$ cat config.mk
export PLATFORM = sky130hd
export DESIGN_NAME = uart_csr_block
export DESIGN_NICKNAME = d
export VERILOG_FILES = /design/src/rtl/uart_csr_pkg.sv /design/src/rtl/uart_csr_decode.sv /design/src/rtl/uart_csr_regfile.sv /design/src/rtl/uart_csr_rdmux.sv /design/src/rtl/uart_csr_block.sv
export SDC_FILE = /design/constraint.sdc
export NUM_CORES = 1
export LEC_CHECK = 0
export CAP_MARGIN = 30
export CORE_ASPECT_RATIO = 1.1
export CORE_MARGIN = 8
export CORE_UTILIZATION = 68
export DETAILED_ROUTE_END_ITERATION = 16
export DONT_BUFFER_PORTS = 1
export PLACE_DENSITY_LB_ADDON = 0.05
export SYNTH_ARGS = -nofsm -noshare
export SYNTH_HDL_FRONTEND = slang
export SYNTH_SLANG_ARGS = --single-unit
$ cat constraint.sdc
create_clock -name clk -period 3.9 [get_ports clk]
set_clock_uncertainty 0.05 [all_clocks]
set_input_delay 0.195 -clock clk [delete_from_list [all_inputs] [get_ports clk]]
set_output_delay 0.195 -clock clk [all_outputs]
set_load 0.02 [all_outputs]
$ cat src/rtl/uart_csr_pkg.sv
package uart_csr_pkg;
  localparam int NUM_REGS = 12;
  localparam int IEN_W    = 3;
  localparam int LS_W     = 8;
  localparam int EVT_W    = 5;

  typedef enum logic [3:0] {
    IDX_DIVLO   = 4'd0,
    IDX_DIVHI   = 4'd1,
    IDX_GLOBAL  = 4'd2,
    IDX_LINE    = 4'd3,
    IDX_MODEM   = 4'd4,
    IDX_LSTAT   = 4'd5,
    IDX_MSTAT   = 4'd6,
    IDX_SCRATCH = 4'd7,
    IDX_IEN_SET = 4'd8,
    IDX_IEN_CLR = 4'd9,
    IDX_TXHOLD  = 4'd10,
    IDX_RXBUF   = 4'd11
  } reg_idx_e;

  typedef enum logic [1:0] {
    ERR_NONE  = 2'd0,
    ERR_SIZE  = 2'd1,
    ERR_NOREG = 2'd2
  } rsp_err_e;

  localparam logic [1:0] SIZE_HALF = 2'd1;

  // line status bit positions
  localparam int LS_DR   = 0;
  localparam int LS_OE   = 1;
  localparam int LS_PE   = 2;
  localparam int LS_FE   = 3;
  localparam int LS_BI   = 4;
  localparam int LS_THRE = 5;
  localparam int LS_TEMT = 6;
  localparam int LS_TFI  = 7;
  localparam logic [LS_W-1:0] STICKY_MASK = 8'h9E;

  // modem status bit positions
  localparam int MS_DELTA = 0;
  localparam int MS_LEVEL = 4;

  // enable bit positions
  localparam int IE_RX   = 0;
  localparam int IE_TX   = 1;
  localparam int IE_LINE = 2;

  // registers that simply store the written word
  localparam logic [NUM_REGS-1:0] PLAIN_MASK = 12'b0100_1001_1111;
endpackage

$ cat src/rtl/uart_csr_decode.sv
module uart_csr_decode
  import uart_csr_pkg::*;
#(
  parameter int ADDR_W = 6
) (
  input  logic                bus_req,
  input  logic [ADDR_W-1:0]   bus_addr,
  input  logic [1:0]          bus_size,
  output logic [NUM_REGS-1:0] hit,
  output rsp_err_e            err_code
);
  localparam int IDX_W = ADDR_W - 2;
  localparam logic [IDX_W-1:0] LAST_IDX = IDX_W'(NUM_REGS - 1);

  logic [IDX_W-1:0] idx;
  logic             size_ok;
  logic             mapped;
  logic             ok;

  assign idx     = bus_addr[ADDR_W-1:2];
  assign size_ok = (bus_size == SIZE_HALF);
  assign mapped  = (bus_addr[1:0] == 2'b00) && (idx <= LAST_IDX);
  assign ok      = bus_req && size_ok && mapped;

  always_comb begin
    if (!bus_req)      err_code = ERR_NONE;
    else if (!size_ok) err_code = ERR_SIZE;
    else if (!mapped)  err_code = ERR_NOREG;
    else               err_code = ERR_NONE;
  end

  for (genvar i = 0; i < NUM_REGS; i++) begin : g_hit
    assign hit[i] = ok && (idx == IDX_W'(i));
  end
endmodule

$ cat src/rtl/uart_csr_regfile.sv
module uart_csr_regfile
  import uart_csr_pkg::*;
#(
  parameter int DATA_W = 16,
  parameter int BYTE_W = 8
) (
  input  logic                clk,
  input  logic                rst,
  input  logic [NUM_REGS-1:0] wr_hit,
  input  logic [NUM_REGS-1:0] rd_hit,
  input  logic [DATA_W-1:0]   wdata,
  input  logic [EVT_W-1:0]    stat_evt,
  input  logic                cts_delta,
  input  logic                rxq_nonempty,
  input  logic [BYTE_W-1:0]   rxq_head,
  output logic [DATA_W-1:0]   plain_q [NUM_REGS],
  output logic [IEN_W-1:0]    ien_q,
  output logic [LS_W-1:0]     sticky_q,
  output logic                scts_q,
  output logic [DATA_W-1:0]   rbr_q,
  output logic                txq_push,
  output logic [BYTE_W-1:0]   txq_data,
  output logic                tx_irq_pulse,
  output logic                rxq_pop
);
  // plain storage words, one generated slot per index
  for (genvar i = 0; i < NUM_REGS; i++) begin : g_plain
    if (PLAIN_MASK[i]) begin : g_store
      localparam logic [DATA_W-1:0] RST_V = (i == 0) ? DATA_W'(1) : '0;
      always_ff @(posedge clk) begin
        if (rst)            plain_q[i] <= RST_V;
        else if (wr_hit[i]) plain_q[i] <= wdata;
      end
    end else begin : g_none
      assign plain_q[i] = '0;
    end
  end

  // sticky error flags: set beats write-one-to-clear
  logic [LS_W-1:0] set_v;
  logic [LS_W-1:0] clr_v;
  always_comb begin
    set_v         = '0;
    set_v[LS_OE]  = stat_evt[0];
    set_v[LS_PE]  = stat_evt[1];
    set_v[LS_FE]  = stat_evt[2];
    set_v[LS_BI]  = stat_evt[3];
    set_v[LS_TFI] = stat_evt[4];
    clr_v = wr_hit[IDX_LSTAT] ? (wdata[LS_W-1:0] & STICKY_MASK) : '0;
  end

  always_ff @(posedge clk) begin
    if (rst) sticky_q <= '0;
    else     sticky_q <= (sticky_q & ~clr_v) | set_v;
  end

  // interrupt enables reachable only through the two aliases
  always_ff @(posedge clk) begin
    if (rst)                      ien_q <= '0;
    else if (wr_hit[IDX_IEN_SET]) ien_q <= ien_q | wdata[IEN_W-1:0];
    else if (wr_hit[IDX_IEN_CLR]) ien_q <= ien_q & ~wdata[IEN_W-1:0];
  end

  always_ff @(posedge clk) begin
    if (rst) scts_q <= 1'b0;
    else     scts_q <= (scts_q & ~(wr_hit[IDX_MSTAT] & wdata[MS_DELTA])) | cts_delta;
  end

  // receive buffer keeps the last byte fetched
  always_ff @(posedge clk) begin
    if (rst)                                   rbr_q <= '0;
    else if (rd_hit[IDX_RXBUF] && rxq_nonempty) rbr_q <= DATA_W'(rxq_head);
  end

  // strobes toward the transmit and receive paths
  always_ff @(posedge clk) begin
    if (rst) begin
      txq_push     <= 1'b0;
      txq_data     <= '0;
      tx_irq_pulse <= 1'b0;
      rxq_pop      <= 1'b0;
    end else begin
      txq_push     <= wr_hit[IDX_TXHOLD];
      tx_irq_pulse <= wr_hit[IDX_TXHOLD] & ien_q[IE_TX];
      rxq_pop      <= rd_hit[IDX_RXBUF] & rxq_nonempty;
      if (wr_hit[IDX_TXHOLD]) txq_data <= wdata[BYTE_W-1:0];
    end
  end
endmodule

$ cat src/rtl/uart_csr_rdmux.sv
module uart_csr_rdmux
  import uart_csr_pkg::*;
#(
  parameter int DATA_W = 16
) (
  input  logic                clk,
  input  logic                rst,
  input  logic                bus_req,
  input  rsp_err_e            err_code,
  input  logic [NUM_REGS-1:0] rd_hit,
  input  logic [DATA_W-1:0]   view [NUM_REGS],
  output logic                rsp_valid,
  output logic [1:0]          rsp_err,
  output logic [DATA_W-1:0]   rsp_rdata
);
  logic [DATA_W-1:0] sel_data;

  // one-hot AND-OR selection, zero when nothing is read
  always_comb begin
    sel_data = '0;
    for (int i = 0; i < NUM_REGS; i++) begin
      sel_data = sel_data | (view[i] & {DATA_W{rd_hit[i]}});
    end
  end

  always_ff @(posedge clk) begin
    if (rst) begin
      rsp_valid <= 1'b0;
      rsp_err   <= ERR_NONE;
      rsp_rdata <= '0;
    end else begin
      rsp_valid <= bus_req;
      rsp_err   <= err_code;
      rsp_rdata <= sel_data;
    end
  end
endmodule

$ cat src/rtl/uart_csr_block.sv
module uart_csr_block
  import uart_csr_pkg::*;
#(
  parameter int ADDR_W = 6,
  parameter int DATA_W = 16,
  parameter int BYTE_W = 8
) (
  input  logic               clk,
  input  logic               rst,
  input  logic               bus_req,
  input  logic               bus_we,
  input  logic [ADDR_W-1:0]  bus_addr,
  input  logic [1:0]         bus_size,
  input  logic [DATA_W-1:0]  bus_wdata,
  output logic               rsp_valid,
  output logic [1:0]         rsp_err,
  output logic [DATA_W-1:0]  rsp_rdata,
  input  logic [EVT_W-1:0]   stat_evt,
  input  logic               cts_level,
  input  logic               cts_delta,
  input  logic               rxq_nonempty,
  input  logic [BYTE_W-1:0]  rxq_head,
  output logic               rxq_pop,
  input  logic               txq_room,
  input  logic               tx_drained,
  output logic               txq_push,
  output logic [BYTE_W-1:0]  txq_data,
  output logic               tx_irq_pulse,
  output logic [DATA_W-1:0]  cfg_div_lo,
  output logic [DATA_W-1:0]  cfg_div_hi,
  output logic [DATA_W-1:0]  cfg_global,
  output logic [DATA_W-1:0]  cfg_line,
  output logic [DATA_W-1:0]  cfg_modem,
  output logic [IEN_W-1:0]   cfg_irq_en
);
  logic [NUM_REGS-1:0] hit;
  logic [NUM_REGS-1:0] wr_hit;
  logic [NUM_REGS-1:0] rd_hit;
  rsp_err_e            err_code;

  logic [DATA_W-1:0]   plain_q [NUM_REGS];
  logic [DATA_W-1:0]   view    [NUM_REGS];
  logic [IEN_W-1:0]    ien_q;
  logic [LS_W-1:0]     sticky_q;
  logic                scts_q;
  logic [DATA_W-1:0]   rbr_q;
  logic [LS_W-1:0]     lstat;
  logic [LS_W-1:0]     mstat;

  uart_csr_decode #(.ADDR_W(ADDR_W)) u_dec (
    .bus_req  (bus_req),
    .bus_addr (bus_addr),
    .bus_size (bus_size),
    .hit      (hit),
    .err_code (err_code)
  );

  assign wr_hit = hit & {NUM_REGS{bus_we}};
  assign rd_hit = hit & {NUM_REGS{~bus_we}};

  uart_csr_regfile #(.DATA_W(DATA_W), .BYTE_W(BYTE_W)) u_regs (
    .clk          (clk),
    .rst          (rst),
    .wr_hit       (wr_hit),
    .rd_hit       (rd_hit),
    .wdata        (bus_wdata),
    .stat_evt     (stat_evt),
    .cts_delta    (cts_delta),
    .rxq_nonempty (rxq_nonempty),
    .rxq_head     (rxq_head),
    .plain_q      (plain_q),
    .ien_q        (ien_q),
    .sticky_q     (sticky_q),
    .scts_q       (scts_q),
    .rbr_q        (rbr_q),
    .txq_push     (txq_push),
    .txq_data     (txq_data),
    .tx_irq_pulse (tx_irq_pulse),
    .rxq_pop      (rxq_pop)
  );

  // live status folded over the sticky flags
  always_comb begin
    lstat          = sticky_q & STICKY_MASK;
    lstat[LS_DR]   = rxq_nonempty;
    lstat[LS_THRE] = txq_room;
    lstat[LS_TEMT] = tx_drained;
    mstat           = '0;
    mstat[MS_DELTA] = scts_q;
    mstat[MS_LEVEL] = cts_level;
  end

  always_comb begin
    for (int i = 0; i < NUM_REGS; i++) view[i] = plain_q[i];
    view[IDX_LSTAT]   = DATA_W'(lstat);
    view[IDX_MSTAT]   = DATA_W'(mstat);
    view[IDX_IEN_SET] = DATA_W'(ien_q);
    view[IDX_IEN_CLR] = DATA_W'(ien_q);
    view[IDX_RXBUF]   = rxq_nonempty ? DATA_W'(rxq_head) : rbr_q;
  end

  uart_csr_rdmux #(.DATA_W(DATA_W)) u_rd (
    .clk       (clk),
    .rst       (rst),
    .bus_req   (bus_req),
    .err_code  (err_code),
    .rd_hit    (rd_hit),
    .view      (view),
    .rsp_valid (rsp_valid),
    .rsp_err   (rsp_err),
    .rsp_rdata (rsp_rdata)
  );

  assign cfg_div_lo = plain_q[IDX_DIVLO];
  assign cfg_div_hi = plain_q[IDX_DIVHI];
  assign cfg_global = plain_q[IDX_GLOBAL];
  assign cfg_line   = plain_q[IDX_LINE];
  assign cfg_modem  = plain_q[IDX_MODEM];
  assign cfg_irq_en = ien_q;
endmodule

==> impl_metrics.toml, run 1 <==
[critical_path]
r2r_setup_slack_ns = 2.31
r2r_cells = 5
cp-start-kind = "input port"
worst-endpoint-required_ns = 4.15
r2r_start = "u_regs.plain_q[132]"
cp_max_fo = 16
endpoint_kind = "flip-flop"
arrival_ns = 2.59
critical_path_class = "input port to flip-flop"
regToRegEndpoint = "u_rd.rsp_rdata[4]"

[floorplan]
ios = 159
start_util_pct = 69.4
row_count = 39
core_area_um2 = 10300
die_h_um = 123
die_width_um = 114
die-area_um2 = 14000

[sta]
rsz0062_at_grt = "false"
fin_ws_ns = 1.55
setup_tns_ns = 0
layout_min_cycle_time_ns = 2.35
setup_violations = 0
relSlewSlack_pct = 29.9
tightestPinTransition_ns = 1.04
min_period_over_period_pct = 60.2
finalMaxSlewViolations = 0
hold_violations = 0
fmax_mhz = 426

[clock_network]
postCtsSetupBuffers = 0
cts_sinks = 151
clk_latency_ns = 0.42
cts-root-buf = "clkbuf_16"
numCtsBuffers = 17
htreeDepth = 4
cts_tree = "done"
path_clk_slew_ns = 0.06
cts_buffer_depth = 2

[pwr]
leakage_nw = 2.47
vdd_drop_max_uv = 325
power_density_nw_per_um2 = 447

[grt]
grt_pass1_vias = 5837
grt_max_degree = 134
grt_use_total_pct = 32.8
grt_pass1_wl_um = 34900
gr-total-overflow = 0
antenna_found_initial = 4

[placement]
io_buffers = 0
placed_cell_area_um2 = 6450
pre_cts_ws_ns = 1.71
dp.cells = 874
place_hpwl_um = 15600
gp_congestion = 0.934

[synth]
syn-num-nets = 923
synth_seq_cells = 151
ys_seq_area_share_pct = 42.3
yosysWarnings = 0
ys_async_sr_fraction_pct = 0
synth-edff-count = 0
synth_area_leaders = "dfxtp_1 (42%), buf_4 (9.6%), nand2_1 (8.0%), a21oi_1 (7.7%), nand3_1 (5.2%)"
avgSynthCellArea_um2 = 8.14
synth_cell_type_count = 47
netlist_instances = 877
yosysTopAreaCellShare_pct = 42.3
synthesis.area_um2 = 7140
yosysTopAreaCell = "dfxtp_1"
synth_ff_type = "dfxtp_1"

[route]
firstDrtPassIters = 8
wirelength_um = 23600
vias = 6321
route.detailed.drc = 0
final_antenna_net_count = 0
drtIter0Drc = 653
routedWlPerCell_um = 24.9
post_drt_via_cell_ratio = 6.66

[layout]
layout_commonest_cell = "nand2_1"
fin_cells = 949
final_util_pct = 72.3
finalInstanceArea_um2 = 7450
fillers = 849
multi_input_area_um2 = 3170
final_cell_mix = "nand2_1 (153), dfxtp_1 (151), a21oi_1 (110)"
seq_area_um2 = 3020
nets = 835
area_delta_synth_final_pct = 4.28
drive_gt1_share_pct = 7.12

[outcome]
status = "finished, final reports clean"

[worst_hold_path]
worstHoldPathType = "input port to flip-flop"
worstHoldStart = "bus_addr[0]"
min_path_cells = 2
min_to = "u_rd.rsp_err[1]"

[flow_run]
max-cap-violations = 0
## final cells by class
cell class	instances	share of cell area, %
Antenna cell	5	0.168
Inverter	2	0.101
Timing Repair Buffer	48	6.44
Clock inverter	11	1.70
Clock buffer	20	6.00
Sequential cell	151	40.6
Tap cell	143	2.40
Multi-Input combinational cell	569	42.6
## synth_stat cells (2+ instances only)
master     instances
a211o_1            3
a211oi_1           7
a21oi_1          110
a221oi_1           4
a22o_1             3
a22oi_1           30
a311oi_1           3
a31oi_1            2
and2_1             5
and3_1            10
and3b_1            2
buf_1              4
buf_2             18
buf_4             91
clkbuf_1          40
dfxtp_1          151
inv_1              2
mux2_2             6
mux2i_1           35
mux4_2             2
nand2_1          153
nand3_1           74
nor2_1            57
nor2b_1            8
nor3_1             4
nor3b_1            4
nor4_1             3
nor4_4             2
nor4b_1            2
o21ai_0           11
o22ai_1           12
o2bb2ai_1          2
o32ai_1            3
## report_power, final
part	total, mW	switching [mW]	internal, mW
combinational	0.172	0.113	0.0585
sequential	1.56	0.00634	1.55
clock	1.60	0.645	0.956
total	3.33	0.764	2.56
## cell families after synthesis
kind of cell,count (synthesis),synth area share (%)
AOI/OAI and AO/OA,195,16.5
muxes,43,6.48
and+or+nand+nor,331,21.2
buffers and inverters,157,13.5
DFF,151,42.3
## through the flow
stage	power, mW	hold WS, ns
2_1_floorplan	1.69	0.262
3_3_place_gp	1.67	0.232
3_5_place_dp	1.67	0.232
4_1_cts	3.32	0.00342
5_1_grt	3.40	0.00565
6_report	3.33	0.0181
## how the worst max path moves through the flow
stage,startpoint,endpoint,slack [ns],cells after the start
2_1_floorplan,bus_size[1],u_regs.plain_q[134],2.18,5
3_3_place_gp,bus_size[1],u_regs.plain_q[176],1.77,4
3_5_place_dp,bus_size[1],u_regs.plain_q[176],1.71,4
4_1_cts,bus_size[1],u_regs.plain_q[65],1.68,6
5_1_grt,bus_size[1],u_regs.plain_q[65],1.45,6
6_report,bus_size[1],u_regs.plain_q[65],1.55,6
## flip-flops by register name, indices dropped and copies added (netlist names), named ones only
name	flops
u_rd.rsp_valid	1
u_regs.rbr_q	8
u_regs.scts_q	1
u_regs.txq_push	1
u_rd.rsp_rdata	16
u_regs.tx_irq_pulse	1
u_rd.rsp_err	2
u_regs.plain_q	105
u_regs.rxq_pop	1
u_regs.sticky_q	5
u_regs.txq_data	7
## worst max-delay path, stage by stage
cell,delay (ns)
nand4b_2,0.40
nor2_2,0.56
nand2_1,0.56
nand2_1,0.19
a21oi_1,0.08
dlygate4sd3_1,0.59
## metal layers
metal  track usage, %  share of wire [%]
met1             36.0                 35
met5                0                  0
met4             21.7                5.4
met3             9.67                 11
met2             54.8                 48
## timing repair
item / 4_1_cts / 5_1_grt
gates resized for setup: 0 / 0
hold buffers: 39 / 0
hold endpoints to repair: 144 / 0
Power figures use the tool's default switching activity.
==> run 2, diff against run 1 <==
- CORE_UTILIZATION: 68 -> 63
- clock period: 3.9 -> 2.16 ns (I/O delays scaled with it)
==> run 2 against run 1 <==
Compared with the run above: core utilization decreased by 1.0 points; count of clock-buffer cells in the layout is the same; wire length up 4.3%; global-route usage is 1.4 points lower; combinational power increased by 79%; clock power increased by 81%; flip-flop and latch count did not move; power is 81% higher; worst setup slack worse by 1.4 ns; register-to-register slack got worse by 1.8 ns; first-iteration DRC count is 15% higher; highest routed layer unchanged.
==> impl_metrics.toml, run 2 (synthesis gave the netlist of run 1 again) <==
[grt]
grt_pass1_wl_um = 36700
grt_pass1_vias = 6157
grt_max_degree = 106
antenna_found_initial = 2
gr-total-overflow = 0
grt_use_total_pct = 31.4

[clock_network]
path_clk_slew_ns = 0.06
cts-root-buf = "clkbuf_16"
clk_latency_ns = 0.42
cts_sinks = 151
htreeDepth = 4
cts_tree = "done"
numCtsBuffers = 17
cts_buffer_depth = 2

[floorplan]
row_count = 40
die_h_um = 128
die_width_um = 118
core_area_um2 = 11000
ios = 159
start_util_pct = 64.9
die-area_um2 = 15000

[placement]
place_hpwl_um = 15800
gp_congestion = 0.906
io_buffers = 0

[layout]
final_cell_mix = "nand2_1 (153), dfxtp_1 (151), a21oi_1 (110)"
largest_register_ffs = 105
nets = 879
layout_commonest_cell = "nand2_1"
drive_gt1_share_pct = 8.40
reg_top3 = "u_regs.plain_q: 105 flops, u_rd.rsp_rdata: 16 flops, u_regs.rbr_q: 8 flops"
final_util_pct = 71.3
area_delta_synth_final_pct = 9.95
regMostFlops = "u_regs.plain_q"

[route]
routedWlPerCell_um = 24.8
vias = 6492
firstDrtPassIters = 5
drtIter0Drc = 752
final_antenna_net_count = 0
route.detailed.drc = 0
post_drt_via_cell_ratio = 6.52
wirelength_um = 24600

[critical_path]
arrival_ns = 2.33
cp_max_fo = 11
regToRegEndpoint = "u_rd.rsp_rdata[0]"
endpoint_kind = "flip-flop"
worst-endpoint-required_ns = 2.46
cp-start-kind = "input port"
r2r_start = "u_regs.plain_q[144]"
r2r_setup_slack_ns = 0.52
r2r_cells = 4
critical_path_class = "input port to flip-flop"

[sta]
fmax_mhz = 493
min_period_over_period_pct = 94.0
finalMaxSlewViolations = 0
relSlewSlack_pct = 51.9
layout_min_cycle_time_ns = 2.03
rsz0062_at_grt = "false"
tightestPinTransition_ns = 0.719
setup_tns_ns = 0
hold_violations = 0
setup_violations = 0

[pwr]
vdd_drop_max_uv = 517
leakage_nw = 2.74
power_density_nw_per_um2 = 766
power_mw = 6.02

[worst_hold_path]
worstHoldPathType = "input port to flip-flop"
worstHoldStart = "bus_addr[3]"
min_path_cells = 3
min_to = "u_rd.rsp_rdata[15]"

[flow_run]
max-cap-violations = 0

[outcome]
status = "finished, final reports clean"
run 2: power by group:
group / leakage, nW / internal (mW) / switching (mW)
clock network: 0.269 / 1.73 / 1.17
registers: 1.22 / 2.80 / 0.0115
logic: 1.25 / 0.117 / 0.191
total: 2.74 / 4.64 / 1.38
run 2: worst max-delay path: stages:
cell and delay, ns:
dlygate4sd3_1 0.52, nand2b_1 0.09, nor2_1 0.24, and3_2 0.34, buf_4 0.26, nand2_1 0.08, a21oi_1 0.13, dlygate4sd3_1 0.57
run 2: repair_timing:
action | in CTS | in global routing
hold buffers | 70 | 0
endpoints found under the setup margin | 0 | 1
hold endpoints to repair | 151 | 0
setup buffers | 0 | 0
gates resized for setup | 0 | 1
run 2: worst max-delay path by stage:
stage / endpoint / slack, ns / start / depth (start not counted)
CTS: u_regs.txq_data[4] / 0.15 / bus_size[0] / 8
global route: u_regs.txq_data[4] / 0.05 / bus_size[0] / 8
detailed placement: u_rd.rsp_rdata[6] / 0.36 / bus_size[1] / 5
finish: u_regs.txq_data[4] / 0.13 / bus_size[0] / 8
floorplan: u_regs.plain_q[134] / 0.53 / bus_size[1] / 5
global placement: u_rd.rsp_rdata[14] / 0.35 / bus_size[1] / 5
run 2: metrics by stage:
stage / instances / hold slack [ns] / cell area, um^2 / setup WS [ns]
floorplan: 877 / 0.175 / 7140 / 0.526
global placement: 891 / 0.145 / 6550 / 0.352
detailed placement: 891 / 0.146 / 6550 / 0.362
CTS: 992 / 0.000156 / 7840 / 0.146
global route: 994 / 0.0339 / 7850 / 0.0543
finish: 995 / 0.0255 / 7850 / 0.130
run 2: cell type report:
| type | count | area [um^2] |
|---|---|---|
| diodes | 3 | 7.51 |
| repair buffers | 92 | 883 |
| inverters | 2 | 7.51 |
| flip-flops and latches | 151 | 3020 |
| fillers | 881 | 3160 |
| clock buffers | 20 | 447 |
| well taps | 147 | 184 |
| clock inverters | 11 | 126 |
| multi-input cells | 569 | 3170 |
run 2: routing by layer:
metal	vias to the layer above	global-route usage, %	share of wire (%)
met5	-	0	0
met4	0	19.8	5.7
met3	85	10.3	11
met2	443	52.8	48
met1	3087	33.7	35
li1	2877	-	-
==> run 3, diff against run 2 <==
- CORE_UTILIZATION: 63 -> 68
- RECOVER_POWER: unset -> 25
- clock period: 2.16 -> 2.38 ns (I/O delays scaled with it)
==> run 3 against run 2 <==
Compared with the run above: flip-flop and latch count is the same; register-to-register slack gained 0.32 ns; via count rose by 0.11%; combinational power shrank 5%; critical path depth down 2; cell area decreased by 1.7%; largest cell class unchanged; largest power group is now sequential cells; critical path type unchanged; wire length decreased by 2.2%; clock power fell by 12%; cell count decreased by 1.5%; sequential share of layout area rose by 0.67 points; sequential power fell by 9.3%.
==> impl_metrics.toml, run 3 (synthesis gave the netlist of run 1 again) <==
[critical_path]
cpPeakStageDelay_ns = 0.57
cp-start-kind = "input port"
arrival_ns = 2.38
path_cells = "nand4b_1 -> nor3_4 -> nand2_1 -> nand2_1 -> a21oi_1 -> dlygate4sd3_1"
crit_path_frequent_cell = "nand2_1"
worst-endpoint-required_ns = 2.63
critical_path_class = "input port to flip-flop"
cp_max_fo = 16
cp_slowest_cell = "dlygate4sd3_1"
endpoint_kind = "flip-flop"

[layout]
seq_area_um2 = 3020
reg_top3 = "u_regs.plain_q: 105 flops, u_rd.rsp_rdata: 16 flops, u_regs.rbr_q: 8 flops"
nets = 870
n_antenna_cell = 0
multi_input_area_um2 = 3170
drive_gt1_share_pct = 8.36
area_delta_synth_final_pct = 8.08
final_cell_mix = "nand2_1 (153), dfxtp_1 (151), a21oi_1 (110)"
regMostFlops = "u_regs.plain_q"
fillers = 791
layout_commonest_cell = "nand2_1"
final_util_pct = 75.0
largest_register_ffs = 105

[pwr]
leakage_nw = 2.65
power_density_nw_per_um2 = 697
vdd_drop_max_uv = 482

[grt]
antenna_found_initial = 0
grt_max_degree = 120
grt_use_total_pct = 34.1
grt_pass1_wl_um = 36400
grt_pass1_vias = 6210
gr-total-overflow = 0

[floorplan]
die-area_um2 = 14000
row_count = 39
core_area_um2 = 10300
die_width_um = 114
ios = 159
start_util_pct = 69.4
die_h_um = 123

[clock_network]
cts-root-buf = "clkbuf_16"
postCtsResizedCells = 0
clk_latency_ns = 0.42
cts_sinks = 151
postCtsSetupBuffers = 0
numCtsBuffers = 17
cts_hold_repair.buffers = 60
cts_buffer_depth = 2
htreeDepth = 4
path_clk_slew_ns = 0.06
cts_tree = "done"

[sta]
relSlewSlack_pct = 54.3
finalMaxSlewViolations = 0
hold_violations = 0
rsz0062_at_grt = "false"
tightestPinTransition_ns = 0.684
setup_tns_ns = 0
min_period_over_period_pct = 89.6
setup_violations = 0
layout_min_cycle_time_ns = 2.13
fmax_mhz = 469

[route]
vias = 6499
drtIter0Drc = 921
wirelength_um = 24100
route.detailed.drc = 0
firstDrtPassIters = 6
routedWlPerCell_um = 24.6
final_antenna_net_count = 0
post_drt_via_cell_ratio = 6.63

[placement]
place_hpwl_um = 15500
io_buffers = 0
gp_congestion = 0.929

[outcome]
status = "finished, final reports clean"

[flow_run]
max-cap-violations = 0

[worst_hold_path]
worstHoldPathType = "input port to flip-flop"
==> run 3: layer usage <==
metal	GRT usage [%]	routed length [um]	share of wire, %	up-vias
li1	-	-	-	2866
met1	36.7	8050	33	3045
met2	57.2	11600	48	496
met3	11.9	3130	13	92
met4	20.9	1340	5.6	0
met5	0	0	0	-
==> run 3: critical path, delay by kind of cell <==
| kind | cells | cell delay (ns) |
|---|---|---|
| AND/OR/NAND/NOR | 4 | 1.59 |
| buffers and inverters | 1 | 0.57 |
| AO/OA/AOI/OAI | 1 | 0.09 |
==> run 3: cell type report <==
class / instances / area share [%]
Clock inverter: 11 / 1.31
Timing Repair Buffer: 83 / 10.2
Clock buffer: 21 / 5.84
Tap cell: 143 / 2.32
Sequential cell: 151 / 39.2
Multi-Input combinational cell: 569 / 41.0
Inverter: 2 / 0.0973
==> run 3: final timing paths <==
path / start / end / slack (ns) / cells after the start
min: rxq_head[2] / u_rd.rsp_rdata[2] / 0.007 / 4
max: bus_size[1] / u_regs.plain_q[161] / 0.25 / 6
min reg2reg: u_regs.plain_q[69] / u_regs.plain_q[69] / 0.40 / 2
max reg2reg: u_regs.plain_q[132] / u_rd.rsp_rdata[4] / 0.84 / 5
==> run 3: through the flow <==
step	std cells	hold slack [ns]	setup slack [ns]	instance area, um^2	total power, mW
finish	980	0.00653	0.247	7720	5.38
global route	980	0.0229	0.149	7720	5.51
CTS	980	0.00303	0.396	7720	5.36
detailed placement	888	0.158	0.510	6550	2.75
global placement	888	0.157	0.517	6550	2.74
floorplan	877	0.186	0.735	7140	2.77
==> run 3: report_power, final <==
part	total, mW	internal, mW	switching [mW]
Combinational	0.292	0.106	0.186
Clock	2.54	1.47	1.07
Sequential	2.55	2.54	0.00986
Total	5.38	4.11	1.27
